**src/rtl/i2cfe_pkg.sv**
```systemverilog
package i2cfe_pkg;

  localparam int ADDR_W      = 5;
  localparam int DATA_W      = 8;
  localparam int SYNC_STAGES = 2;

  // offsets whose decode behaviour depends on the bank bit
  localparam logic [ADDR_W-1:0] OFS_CTL3     = 5'h0E;
  localparam logic [ADDR_W-1:0] OFS_LOW_A    = 5'h10;
  localparam logic [ADDR_W-1:0] OFS_TXCTL    = 5'h12;
  localparam logic [ADDR_W-1:0] OFS_TOUT     = 5'h14;
  localparam logic [ADDR_W-1:0] OFS_SHR_A    = 5'h18;
  localparam logic [ADDR_W-1:0] OFS_SHR_B    = 5'h19;
  localparam logic [ADDR_W-1:0] OFS_CTL4     = 5'h1A;
  localparam logic [ADDR_W-1:0] OFS_HIGH_C   = 5'h1C;
  localparam logic [ADDR_W-1:0] OFS_FIFO_EN  = 5'h1D;
  localparam logic [ADDR_W-1:0] OFS_HIGH_E   = 5'h1E;

  localparam int CTL3_SCL_BIT  = 7;
  localparam int CTL3_SDA_BIT  = 6;
  localparam int CTL3_BANK_BIT = 5;
  localparam int CTL4_LWE_BIT  = 7;

  typedef enum logic [3:0] {
    RID_NONE, RID_CTL3, RID_SHR_A, RID_SHR_B, RID_OWN_ADDR, RID_CTL4,
    RID_FIFO_EN, RID_SCL_LO, RID_SCL_HI, RID_FIFO_CS, RID_TXF_CTL,
    RID_TOUT, RID_TXF_STS, RID_RXF_STS, RID_RXF_CTL
  } rid_e;

  localparam int NUM_RID = 15;

  function automatic rid_e decode_rid(input logic bank, input logic [ADDR_W-1:0] ofs);
    rid_e r;
    case (ofs)
      OFS_CTL3:    r = RID_CTL3;
      OFS_SHR_A:   r = RID_SHR_A;
      OFS_SHR_B:   r = RID_SHR_B;
      OFS_LOW_A:   r = bank ? RID_FIFO_CS : RID_OWN_ADDR;
      OFS_TXCTL:   r = bank ? RID_TXF_CTL : RID_NONE;
      OFS_TOUT:    r = bank ? RID_TOUT    : RID_NONE;
      OFS_CTL4:    r = bank ? RID_TXF_STS : RID_CTL4;
      OFS_HIGH_C:  r = bank ? RID_RXF_STS : RID_SCL_LO;
      OFS_FIFO_EN: r = bank ? RID_NONE    : RID_FIFO_EN;
      OFS_HIGH_E:  r = bank ? RID_RXF_CTL : RID_SCL_HI;
      default:     r = RID_NONE;
    endcase
    return r;
  endfunction

  // writable bits per register; level bits of CTL3 live in the override block
  function automatic logic [DATA_W-1:0] rid_wmask(input int idx);
    logic [DATA_W-1:0] m;
    case (idx)
      int'(RID_NONE):    m = 8'h00;
      int'(RID_CTL3):    m = 8'h3F;
      int'(RID_CTL4):    m = 8'hBF;
      int'(RID_FIFO_EN): m = 8'h10;
      default:           m = 8'hFF;
    endcase
    return m;
  endfunction

endpackage

```
**src/rtl/i2cfe_bank_decode.sv**
```systemverilog
module i2cfe_bank_decode
  import i2cfe_pkg::*;
(
  input  logic              bank,
  input  logic [ADDR_W-1:0] ofs,
  output rid_e              rid
);
  always_comb rid = decode_rid(bank, ofs);
endmodule

```
**src/rtl/i2cfe_pin_sync.sv**
```systemverilog
module i2cfe_pin_sync #(
  parameter int STAGES = 2,
  parameter int WIDTH  = 2
) (
  input  logic             clk,
  input  logic             rst_n,
  input  logic [WIDTH-1:0] pin_i,
  output logic [WIDTH-1:0] pin_o
);
  logic [WIDTH-1:0] stage_q [STAGES];
  logic [WIDTH-1:0] stage_d [STAGES];

  for (genvar s = 0; s < STAGES; s++) begin : g_stage
    if (s == 0) begin : g_first
      always_comb stage_d[s] = pin_i;
    end else begin : g_next
      always_comb stage_d[s] = stage_q[s-1];
    end
    // idle lines float high, so the chain resets to 1
    always_ff @(posedge clk or negedge rst_n) begin
      if (!rst_n) stage_q[s] <= '1;
      else        stage_q[s] <= stage_d[s];
    end
  end

  assign pin_o = stage_q[STAGES-1];
endmodule

```
**src/rtl/i2cfe_regfile.sv**
```systemverilog
module i2cfe_regfile
  import i2cfe_pkg::*;
(
  input  logic                      clk,
  input  logic                      rst_n,
  input  logic                      wr_en,
  input  rid_e                      wr_rid,
  input  logic [DATA_W-1:0]         wdata,
  output logic [NUM_RID*DATA_W-1:0] regs_flat
);
  for (genvar g = 0; g < NUM_RID; g++) begin : g_reg
    localparam logic [DATA_W-1:0] MASK = rid_wmask(g);
    logic              hit;
    logic [DATA_W-1:0] q, d;

    always_comb begin
      hit = wr_en && (wr_rid == rid_e'(g));
      d   = (wdata & MASK) | (q & ~MASK);
    end

    always_ff @(posedge clk or negedge rst_n) begin
      if (!rst_n)   q <= '0;
      else if (hit) q <= d;
    end

    assign regs_flat[g*DATA_W +: DATA_W] = q;
  end
endmodule

```
**src/rtl/i2cfe_line_override.sv**
```systemverilog
module i2cfe_line_override (
  input  logic       clk,
  input  logic       rst_n,
  input  logic       wr_ctl3,
  input  logic       lvl_we,
  input  logic [1:0] wdata_lvl,   // [1]=clock level, [0]=data level
  output logic       scl_drive_low,
  output logic       sda_drive_low
);
  logic [1:0] lvl_q, lvl_d;
  logic       load;

  always_comb begin
    load  = wr_ctl3 && lvl_we;
    lvl_d = load ? wdata_lvl : lvl_q;
  end

  always_ff @(posedge clk or negedge rst_n) begin
    if (!rst_n) lvl_q <= 2'b11;
    else        lvl_q <= lvl_d;
  end

  assign scl_drive_low = ~lvl_q[1];
  assign sda_drive_low = ~lvl_q[0];

  // without the enable the drive outputs never move
  a_r4_lvl_locked: assert property (@(posedge clk) disable iff (!rst_n)
    !lvl_we |=> ($stable(scl_drive_low) && $stable(sda_drive_low)));

  // an enabled write lands on the clock drive the next cycle
  a_r5_scl_follow: assert property (@(posedge clk) disable iff (!rst_n)
    (wr_ctl3 && lvl_we) |=> (scl_drive_low == !$past(wdata_lvl[1])));

  // same for the data drive
  a_r5_sda_follow: assert property (@(posedge clk) disable iff (!rst_n)
    (wr_ctl3 && lvl_we) |=> (sda_drive_low == !$past(wdata_lvl[0])));
endmodule

```
**src/rtl/i2c_reg_front.sv**
```systemverilog
module i2c_reg_front
  import i2cfe_pkg::*;
(
  input  logic              clk,
  input  logic              rst_n,
  input  logic              reg_wr,
  input  logic [ADDR_W-1:0] reg_addr,
  input  logic [DATA_W-1:0] reg_wdata,
  output logic [DATA_W-1:0] reg_rdata,
  input  logic              scl_in,
  input  logic              sda_in,
  output logic              scl_drive_low,
  output logic              sda_drive_low
);
  // asynchronous assert, synchronous release
  logic [1:0] rst_pipe_q;
  logic       rst_int_n;
  always_ff @(posedge clk or negedge rst_n) begin
    if (!rst_n) rst_pipe_q <= 2'b00;
    else        rst_pipe_q <= {rst_pipe_q[0], 1'b1};
  end
  assign rst_int_n = rst_pipe_q[1];

  logic [NUM_RID*DATA_W-1:0] regs_flat;
  logic [DATA_W-1:0]         reg_arr [NUM_RID];
  for (genvar g = 0; g < NUM_RID; g++) begin : g_unpack
    assign reg_arr[g] = regs_flat[g*DATA_W +: DATA_W];
  end

  logic bank, lvl_we, wr_ctl3;
  rid_e rid;
  logic [1:0] pins_sync;

  assign bank   = reg_arr[RID_CTL3][CTL3_BANK_BIT];
  assign lvl_we = reg_arr[RID_CTL4][CTL4_LWE_BIT];

  i2cfe_bank_decode u_dec (
    .bank (bank),
    .ofs  (reg_addr),
    .rid  (rid)
  );

  assign wr_ctl3 = reg_wr && (rid == RID_CTL3);

  i2cfe_regfile u_regs (
    .clk       (clk),
    .rst_n     (rst_int_n),
    .wr_en     (reg_wr),
    .wr_rid    (rid),
    .wdata     (reg_wdata),
    .regs_flat (regs_flat)
  );

  i2cfe_line_override u_ovr (
    .clk           (clk),
    .rst_n         (rst_int_n),
    .wr_ctl3       (wr_ctl3),
    .lvl_we        (lvl_we),
    .wdata_lvl     ({reg_wdata[CTL3_SCL_BIT], reg_wdata[CTL3_SDA_BIT]}),
    .scl_drive_low (scl_drive_low),
    .sda_drive_low (sda_drive_low)
  );

  i2cfe_pin_sync #(.STAGES(SYNC_STAGES), .WIDTH(2)) u_sync (
    .clk   (clk),
    .rst_n (rst_int_n),
    .pin_i ({scl_in, sda_in}),
    .pin_o (pins_sync)
  );

  always_comb begin
    if (rid == RID_CTL3)
      reg_rdata = {pins_sync, reg_arr[RID_CTL3][CTL3_BANK_BIT:0]};
    else
      reg_rdata = reg_arr[rid];
  end

  // in bank 1 the offset of the enable register reaches a FIFO stub
  a_r2_bank1_guard: assert property (@(posedge clk) disable iff (!rst_int_n)
    (bank && reg_wr && reg_addr == OFS_CTL4) |=> $stable(lvl_we));
endmodule

```
**config.mk**
```make
export PLATFORM = sky130hd
export DESIGN_NAME = i2c_reg_front
export DESIGN_NICKNAME = d
export VERILOG_FILES = /design/src/rtl/i2cfe_pkg.sv /design/src/rtl/i2cfe_bank_decode.sv /design/src/rtl/i2cfe_pin_sync.sv /design/src/rtl/i2cfe_regfile.sv /design/src/rtl/i2cfe_line_override.sv /design/src/rtl/i2c_reg_front.sv
export SDC_FILE = /design/constraint.sdc
export NUM_CORES = 1
export LEC_CHECK = 0
export ABC_AREA = 0
export BUFFER_PORTS_ARGS = -buffer_cell sky130_fd_sc_hd__buf_2
export CELL_PAD_IN_SITES_DETAIL_PLACEMENT = 1
export CELL_PAD_IN_SITES_GLOBAL_PLACEMENT = 1
export CORE_ASPECT_RATIO = 0.75
export CORE_UTILIZATION = 25
export CTS_CLUSTER_DIAMETER = 50
export DETAILED_ROUTE_END_ITERATION = 10
export PLACE_DENSITY = 0.57
export SLEW_MARGIN = 20
export SYNTH_ARGS = -nofsm -noshare
export SYNTH_HDL_FRONTEND = slang
export SYNTH_SLANG_ARGS = --single-unit
```
**constraint.sdc**
```tcl
create_clock -name clk -period 3.2 [get_ports clk]
set_input_delay 0.16 -clock clk [delete_from_list [all_inputs] [get_ports clk]]
set_output_delay 0.16 -clock clk [all_outputs]
set_load 0.05 [all_outputs]
```
==> results.md, run 1 <==
* Status: finished, final reports clean
* NetSw at between 0.001 and 0.0015 W
* Reg2reg start: u_regs.g_reg[1].q[5]$_DFFE_PN0P_
* Layout cells sized above 1 at 44.9%
* Reg clk slew, reported paths at ~80 ps
* FF+latch count, synth at 110
* Initial antenna violation count at 0
* VDD IR max at around 0.00023 V
* Grt total ovfl at 0
* First-pass GRT wire length at roughly 24 mm
* CTS tree: yes
* Final WL at about 15 mm
* Global placement routability congestion at 0.756
* Port buffer count at 27
* Async SR Flop Fraction at between 90% and 100%
* Via density at slightly below 5
* Die height at ~130 um
* Worst hold path class: input port to async pin
* Setup repair after global routing missed its margin: no
* Die width at between 150 and 200 um
* Setup TNS at 0 ps
* Sequential Power Share at between 40% and 50%
* Setup violations, final at 0
* Non-Filler Instances at approximately 750
* Worst reg2reg endpoint: u_regs.g_reg[8].q[6]$_DFFE_PN0P_
* Post-synth cell types at 67
* Initial core utilization at 25.6%
* Reg2reg path depth at 6
* IO Count at 28
* Slew @ Worst Pin at 700 ps
* Most common cell after layout, fill and taps aside: mux2_2
* Final critical-path required period at around 3100 ps
* DP Cell Count at 730
* R2R Setup Slk at between 500 and 600 ps
* Clock power share at between 20 and 30%
* Crit start category: flop
* DRC viols at 0
* Clock sink count at 110
* Place WS at approximately 280 ps
* Final Hold Fails at 0
* Drt pass-1 iters at 4
* Ant diodes at 0
* Seq/Total Area, Yosys at between 50% and 60%
* Clock latency at the later pin of the worst-skew pair at around 370 ps
* Primary FF master, synth: dfrtp_1
* Clk root buf: clkbuf_16
* Routed Antenna Nets at 0
* CP max FO at 14
* Vias after detailed routing at around 3,600
* CP endpoint kind: primary output
* Power Density at about 620 nW/um2
* FMAX at around 320 MHz
* Max Cap Viol at 0
* Max-slew violation count at 0
* Cell count after synthesis at 419
* Final nets at around 480
* Post-DR wirelength/cell at ~20 um
* Largest net degree at the start of global routing at ~60
* Yosys top cell area share at 48.0%
* Most frequent cells in the layout: mux2_2, dfrtp_1, buf_2
* Row cnt at 46
* H-tree level count at 3
* Core ar. at ~21,000 um2
* Syn_area_per_cell at around 13 um2
* Yosys Warn Count at 0
* Syn Nets at between 400 and 500
* Worst rel slew slack at 53.3%
* Post-synth top area cell: dfrtp_1
* Final period util at 97.4%
* Netlist Area Pre-Place at ~5400 um2
* Final worst slack at approximately 84 ps
* Worst EP arrival at 2960 ps
* Combinational share of power at 21.9%
* Crit path required time at between 3000 and 4000 ps
* Top cells by area, synth: dfrtp_1, mux2_2, mux2i_1
* Final clock skew at between 15 and 20 ps
* Vias in the first global route at between 3,000 and 4,000
* Cts bufs inserted at 9
* Area grow syn2layout at 16.7%
* Pint at around 0.0027 W
* CP Launch Point: u_regs.g_reg[1].q[5]$_DFFE_PN0P_
* Die ar. at about 22,000 um2
* Detailed Route Iter0 Violations at ~260
* WS Path Type: flop to primary output
* Post-synth EDFFs at 0
* GRT Total Usage at around 15%
* CTS max path bufs at 2
* Post-DP HPWL at about 11 mm
* Leak at ~2.8 nW
* Filler cells at 2,340
* Switching share of power at 30.8%
-- power groups by stage --
stage	registers, W	logic [W]	clock network (W)
floorplan	0.00188	0.000672	0
global route	0.00198	0.000942	0.00125
global placement	0.00194	0.000823	0
finish	0.00193	0.000864	0.00115
CTS	0.00193	0.000858	0.00119
detailed placement	0.00196	0.000852	0
-- layer usage --
layer | track usage (%) | up-vias | part of all wire, %
met5 | 0 | - | 0
met4 | 3.49 | 0 | 1.1
met3 | 2.96 | 12 | 3.4
met2 | 22.3 | 52 | 46
met1 | 21.5 | 1917 | 50
li1 | - | 1649 | -
-- cell families after synthesis --
kind of cell / after synthesis / synth area share, %
muxes: 129 / 26.4
DFF: 110 / 50.9
and+or+nand+nor: 73 / 8.40
AOI/OAI and AO/OA: 71 / 10.7
buffers and inverters: 32 / 3.05
xor gates and xnor gates: 2 / 0.323
adders and majority gates: 1 / 0.185
other: 1 / 0.0692
-- synth_stat cells (5+ instances only) --
| master | n |
|---|---|
| clkbuf_1 | 10 |
| o21ai_0 | 9 |
| nor2_1 | 11 |
| buf_2 | 6 |
| mux2_2 | 112 |
| dfrtp_1 | 104 |
| dfstp_2 | 6 |
| nand3_1 | 7 |
| o32a_1 | 5 |
| inv_1 | 9 |
| o211ai_1 | 7 |
| nand2_1 | 20 |
| mux2i_1 | 17 |
-- state kept, by name, indices dropped and copies added (netlist names) --
signal and count:
u_regs.g.q 102, u_ovr.lvl_q 2, u_sync.stage_d 2, rst_pipe_q 2, u_sync.pin_o 2
-- final cells by class --
cell class | count | area [um2] | share of cell area [%]
clock buffer | 9 | 225 | 3.56
clock inverter | 7 | 86.3 | 1.36
inverter | 9 | 33.8 | 0.534
multi-input combinational | 277 | 2500 | 39.5
sequential | 110 | 2770 | 43.7
tap | 288 | 360 | 5.70
timing repair buffer | 53 | 358 | 5.66
-- metrics by stage --
step | total power [W] | hold WS [ps] | utilization [%] | area, um2
after detailed placement | 0.00281 | -54.2 | 28.1 | 5950
after global placement | 0.00276 | -54.6 | 28.1 | 5950
final | 0.00394 | 83.5 | 29.9 | 6330
after floorplan | 0.00255 | -136 | - | 5420
after CTS | 0.00398 | 64.3 | 29.7 | 6300
after global routing | 0.00417 | 87.1 | 29.9 | 6330
-- worst max path at each step --
stage	slack [ps]	cells after the start	end
after global routing	20	8	reg_rdata[2]
after global placement	290	8	reg_rdata[2]
final	80	8	reg_rdata[2]
after CTS	20	8	reg_rdata[2]
after floorplan	450	9	reg_rdata[3]
after detailed placement	280	8	reg_rdata[2]
-- critical path: stages, from the launching register on --
cell      delay (ps)
dfrtp_2          460
and4bb_2         270
a211oi_2         300
o21a_2           250
buf_6            220
mux2i_1          300
o221ai_1         190
o32a_1           370
buf_2            210
-- timing repair --
item                                   4_1_cts  5_1_grt
pin swaps                                    0        1
hold buffers                                 3        0
buffers inserted                             0        4
endpoints found under the hold margin        4        0
setup endpoints to repair                    5        4
resized for setup                            3        0
(Power assumes the default switching activity.)
==> run 2, diff against run 1 <==
--- a/config.mk
+++ b/config.mk
@@ -10,10 +10,13 @@
 export CELL_PAD_IN_SITES_DETAIL_PLACEMENT = 1
 export CELL_PAD_IN_SITES_GLOBAL_PLACEMENT = 1
 export CORE_ASPECT_RATIO = 0.75
+export CORE_MARGIN = 2
 export CORE_UTILIZATION = 25
+export CTS_BUF_LIST = sky130_fd_sc_hd__clkbuf_2
 export CTS_CLUSTER_DIAMETER = 50
 export DETAILED_ROUTE_END_ITERATION = 10
 export PLACE_DENSITY = 0.57
+export SETUP_SLACK_MARGIN = 0.4
 export SLEW_MARGIN = 20
 export SYNTH_ARGS = -nofsm -noshare
 export SYNTH_HDL_FRONTEND = slang
==> run 2 against run 1 <==
Sequential power about the same. Via count up 4.7%. Hold slack better by 3.2 ps. Clock skew up 26 ps. Flip-flop and latch count unchanged. Critical endpoint is now reg_rdata[5].
==> results.md, run 2 (synthesized netlist as in run 1, its figures left out) <==
* CP max FO at 6 (was 14)
* Layout cells sized above 1 at 50.6% (was 44.9%)
* Core ar. at 21,200 um2 (about the same)
* FMAX at 322 MHz (was 321 MHz)
* IO Count at 28 (unchanged)
* Cts bufs inserted at 9 (unchanged)
* Ant diodes at 0 (unchanged)
* Setup TNS at 0 ps (unchanged)
* CP endpoint kind: primary output (unchanged)
* Sequential Power Share at 53.1% (was 49.0%)
* CP dominant cell by count: buf_4
* Post-DP HPWL at 11.4 mm (was 10.8 mm)
* Die height at 132 um (was 130 um)
* Slew @ Worst Pin at 664 ps (was 700 ps)
* Die ar. at 22,900 um2 (was 22,300 um2)
* FF/Latch Area at 2770 um2 (unchanged)
* Routed Antenna Nets at 0 (unchanged)
* Max FFs per register at 102 (unchanged)
* Global placement routability congestion at 0.815 (was 0.756)
* Filler cells at 2,289 (was 2,340)
* Clk root buf: clkbuf_2 (was clkbuf_16)
* Top reg by flops: u_regs.g.q (unchanged)
* Switching share of power at 31.9% (was 30.8%)
* Power Density at 543 nW/um2 (was 623 nW/um2)
* WS Path Type: flop to primary output (unchanged)
* Area grow syn2layout at 22.9% (was 16.7%)
* Place WS at 238 ps (was 279 ps)
* First-pass GRT wire length at 25.7 mm (was 24.0 mm)
* Area occupied by multi-input gates at 2630 um2 (was 2500 um2)
* Combinational share of power at 28.6% (was 21.9%)
* NetSw at 0.00115 W (was 0.00122 W)
* Reg clk slew, reported paths at 310 ps (was 80 ps)
* Clock sink count at 110 (unchanged)
* Crit path required time at 3040 ps (about the same)
* Peak per-stage delay on the critical path at 510 ps (was 460 ps)
* Row cnt at 46 (unchanged)
* Leak at 3.01 nW (was 2.83 nW)
* Drt pass-1 iters at 4 (unchanged)
* Slowest CP cell: dfrtp_2 (unchanged)
* CTS tree: yes (unchanged)
* Most common cell after layout, fill and taps aside: mux2_2 (unchanged)
* CTS max path bufs at 2 (unchanged)
* Final Hold Fails at 0 (unchanged)
* WP buf/inv at 4 (was 2)
* Dpl cell area at 6050 um2 (was 5950 um2)
* Max Cap Viol at 0 (unchanged)
* Final critical-path required period at 3100 ps (was 3120 ps)
* Status: finished, final reports clean (unchanged)
* Post-layout util at 31.4% (was 29.9%)
* Detailed Route Iter0 Violations at 183 (was 263)
* Port buffer count at 27 (unchanged)
* Final worst slack at 98.1 ps (was 83.6 ps)
* Vias in the first global route at 4,214 (was 3,783)
* Largest net degree at the start of global routing at 63 (was 61)
* H-tree level count at 3 (unchanged)
* Design area at 6670 um2 (was 6330 um2)
* Initial core utilization at 25.5% (was 25.6%)
* WHS at 86.7 ps (was 83.5 ps)
* Post-DR wirelength/cell at 20.6 um (was 20.0 um)
* Max-slew violation count at 0 (unchanged)
* Worst rel slew slack at 55.7% (was 53.3%)
* Most frequent cells in the layout: mux2_2, dfrtp_1, buf_4 (was mux2_2, dfrtp_1, buf_2)
* Cell Chain, Critical Path: buf_1, buf_4, or3_1, a21boi_4, nand2_1, buf_4, o22a_1, o211ai_1, buf_4 (was and4bb_2, a211oi_2, o21a_2, buf_6, mux2i_1, o221ai_1, o32a_1, buf_2)
* Final period util at 96.9% (was 97.4%)
* Vias after detailed routing at 3,800 (was 3,630)
* Worst hold path class: input port to flop (was input port to async pin)
* Setup repair after global routing missed its margin: yes (was no)
* Initial antenna violation count at 0 (unchanged)
* Pint at 0.00246 W (was 0.00273 W)
* Worst EP arrival at 2940 ps (was 2960 ps)
* Final WL at 16.3 mm (was 15.1 mm)
* GRT Total Usage at 14.9% (was 14.8%)
* DRC viols at 0 (unchanged)
* Final nets at 517 (was 478)
* Setup violations, final at 0 (unchanged)
* CP delay by family, top: buffers and inverters (was compound AO/OA/AOI/OAI gates)
* VDD IR max at 0.000215 V (was 0.000231 V)
* Final clock skew at 42.4 ps (was 16.2 ps)
* Die width at 174 um (was 172 um)
* Clock latency at the later pin of the worst-skew pair at 650 ps (was 370 ps)
* Via density at 4.80 (was 4.82)
* Clock power share at 18.3% (was 29.1%)
* Grt total ovfl at 0 (unchanged)
* Crit start category: flop (unchanged)
-- run 2: cell count changes in the layout (fill, tap and decap cells not counted), sizes merged --
cell / before / now
buf: 50 / 80
dlygate4sd3: 3 / 12
bufinv: 0 / 1
inv: 12 / 11
-- run 2: area by class of cell --
class | count | share of cell area (%)
repair buffers | 92 | 11.4
flip-flops and latches | 110 | 41.5
inverters | 9 | 0.507
multi-input cells | 277 | 39.5
clock buffers | 9 | 0.676
well taps | 288 | 5.41
clock inverters | 7 | 1.07
-- run 2: final timing paths --
check / depth (start not counted) / to / slack, ps / start
worst max register to register: 9 / u_regs.g_reg[3].q[0]$_DFFE_PN0P_ / 510 / u_regs.g_reg[1].q[5]$_DFFE_PN0P_
worst max-delay path: 9 / reg_rdata[5] / 100 / u_regs.g_reg[1].q[5]$_DFFE_PN0P_
worst min-delay path: 4 / u_regs.g_reg[6].q[4]$_DFFE_PN0P_ / 90 / reg_wr
worst min register to register: 0 / u_regs.g_reg[5].q[3]$_DFFE_PN0P_ / 350 / rst_pipe_q[1]$_DFF_PN0_
max in group asynchronous: 1 / u_sync.pin_o[1]$_DFF_PN1_ / 1990 / rst_pipe_q[1]$_DFF_PN0_
min in group asynchronous: 3 / rst_pipe_q[1]$_DFF_PN0_ / 320 / rst_n
-- run 2: power groups by stage --
stage                     clock network (W)  registers, W  logic (W)
final                              0.000661       0.00192    0.00103
after global routing               0.000752       0.00197    0.00112
after CTS                          0.000705       0.00192    0.00101
after detailed placement                  0       0.00196   0.000867
after global placement                    0       0.00193   0.000838
after floorplan                           0       0.00188   0.000672
-- run 2: per-stage QoR --
stage / std cells / power (W)
finish: 792 / 0.00362
global route: 792 / 0.00384
floorplan: 419 / 0.00255
CTS: 787 / 0.00364
global placement: 741 / 0.00277
detailed placement: 741 / 0.00282
-- run 2: worst register-to-register path: cells and delay by family, from the launching register on --
| kind | cells | cell delay [ps] |
|---|---|---|
| compound gates | 1 | 480 |
| buf+inv | 3 | 530 |
| flops | 1 | 510 |
| mux | 1 | 340 |
| simple gates | 4 | 720 |
-- run 2: repair_timing --
action / 4_1_cts / 5_1_grt
resized for setup: 38 / 7
endpoints found under the hold margin: 108 / 0
gates cloned: 0 / 0
pin swaps: 12 / 8
setup buffers: 18 / 5
hold buffers: 12 / 0
endpoints found under the setup margin: 75 / 8
-- run 2: per-layer routing --
layer	up-vias	GRT usage [%]	wire [um]	share of wire (%)
met2	49	23.8	7740	47
met4	0	4.20	294	1.8
li1	1713	-	-	-
met1	2020	20.4	7800	48
met3	18	2.92	518	3.2
met5	-	0	0	0
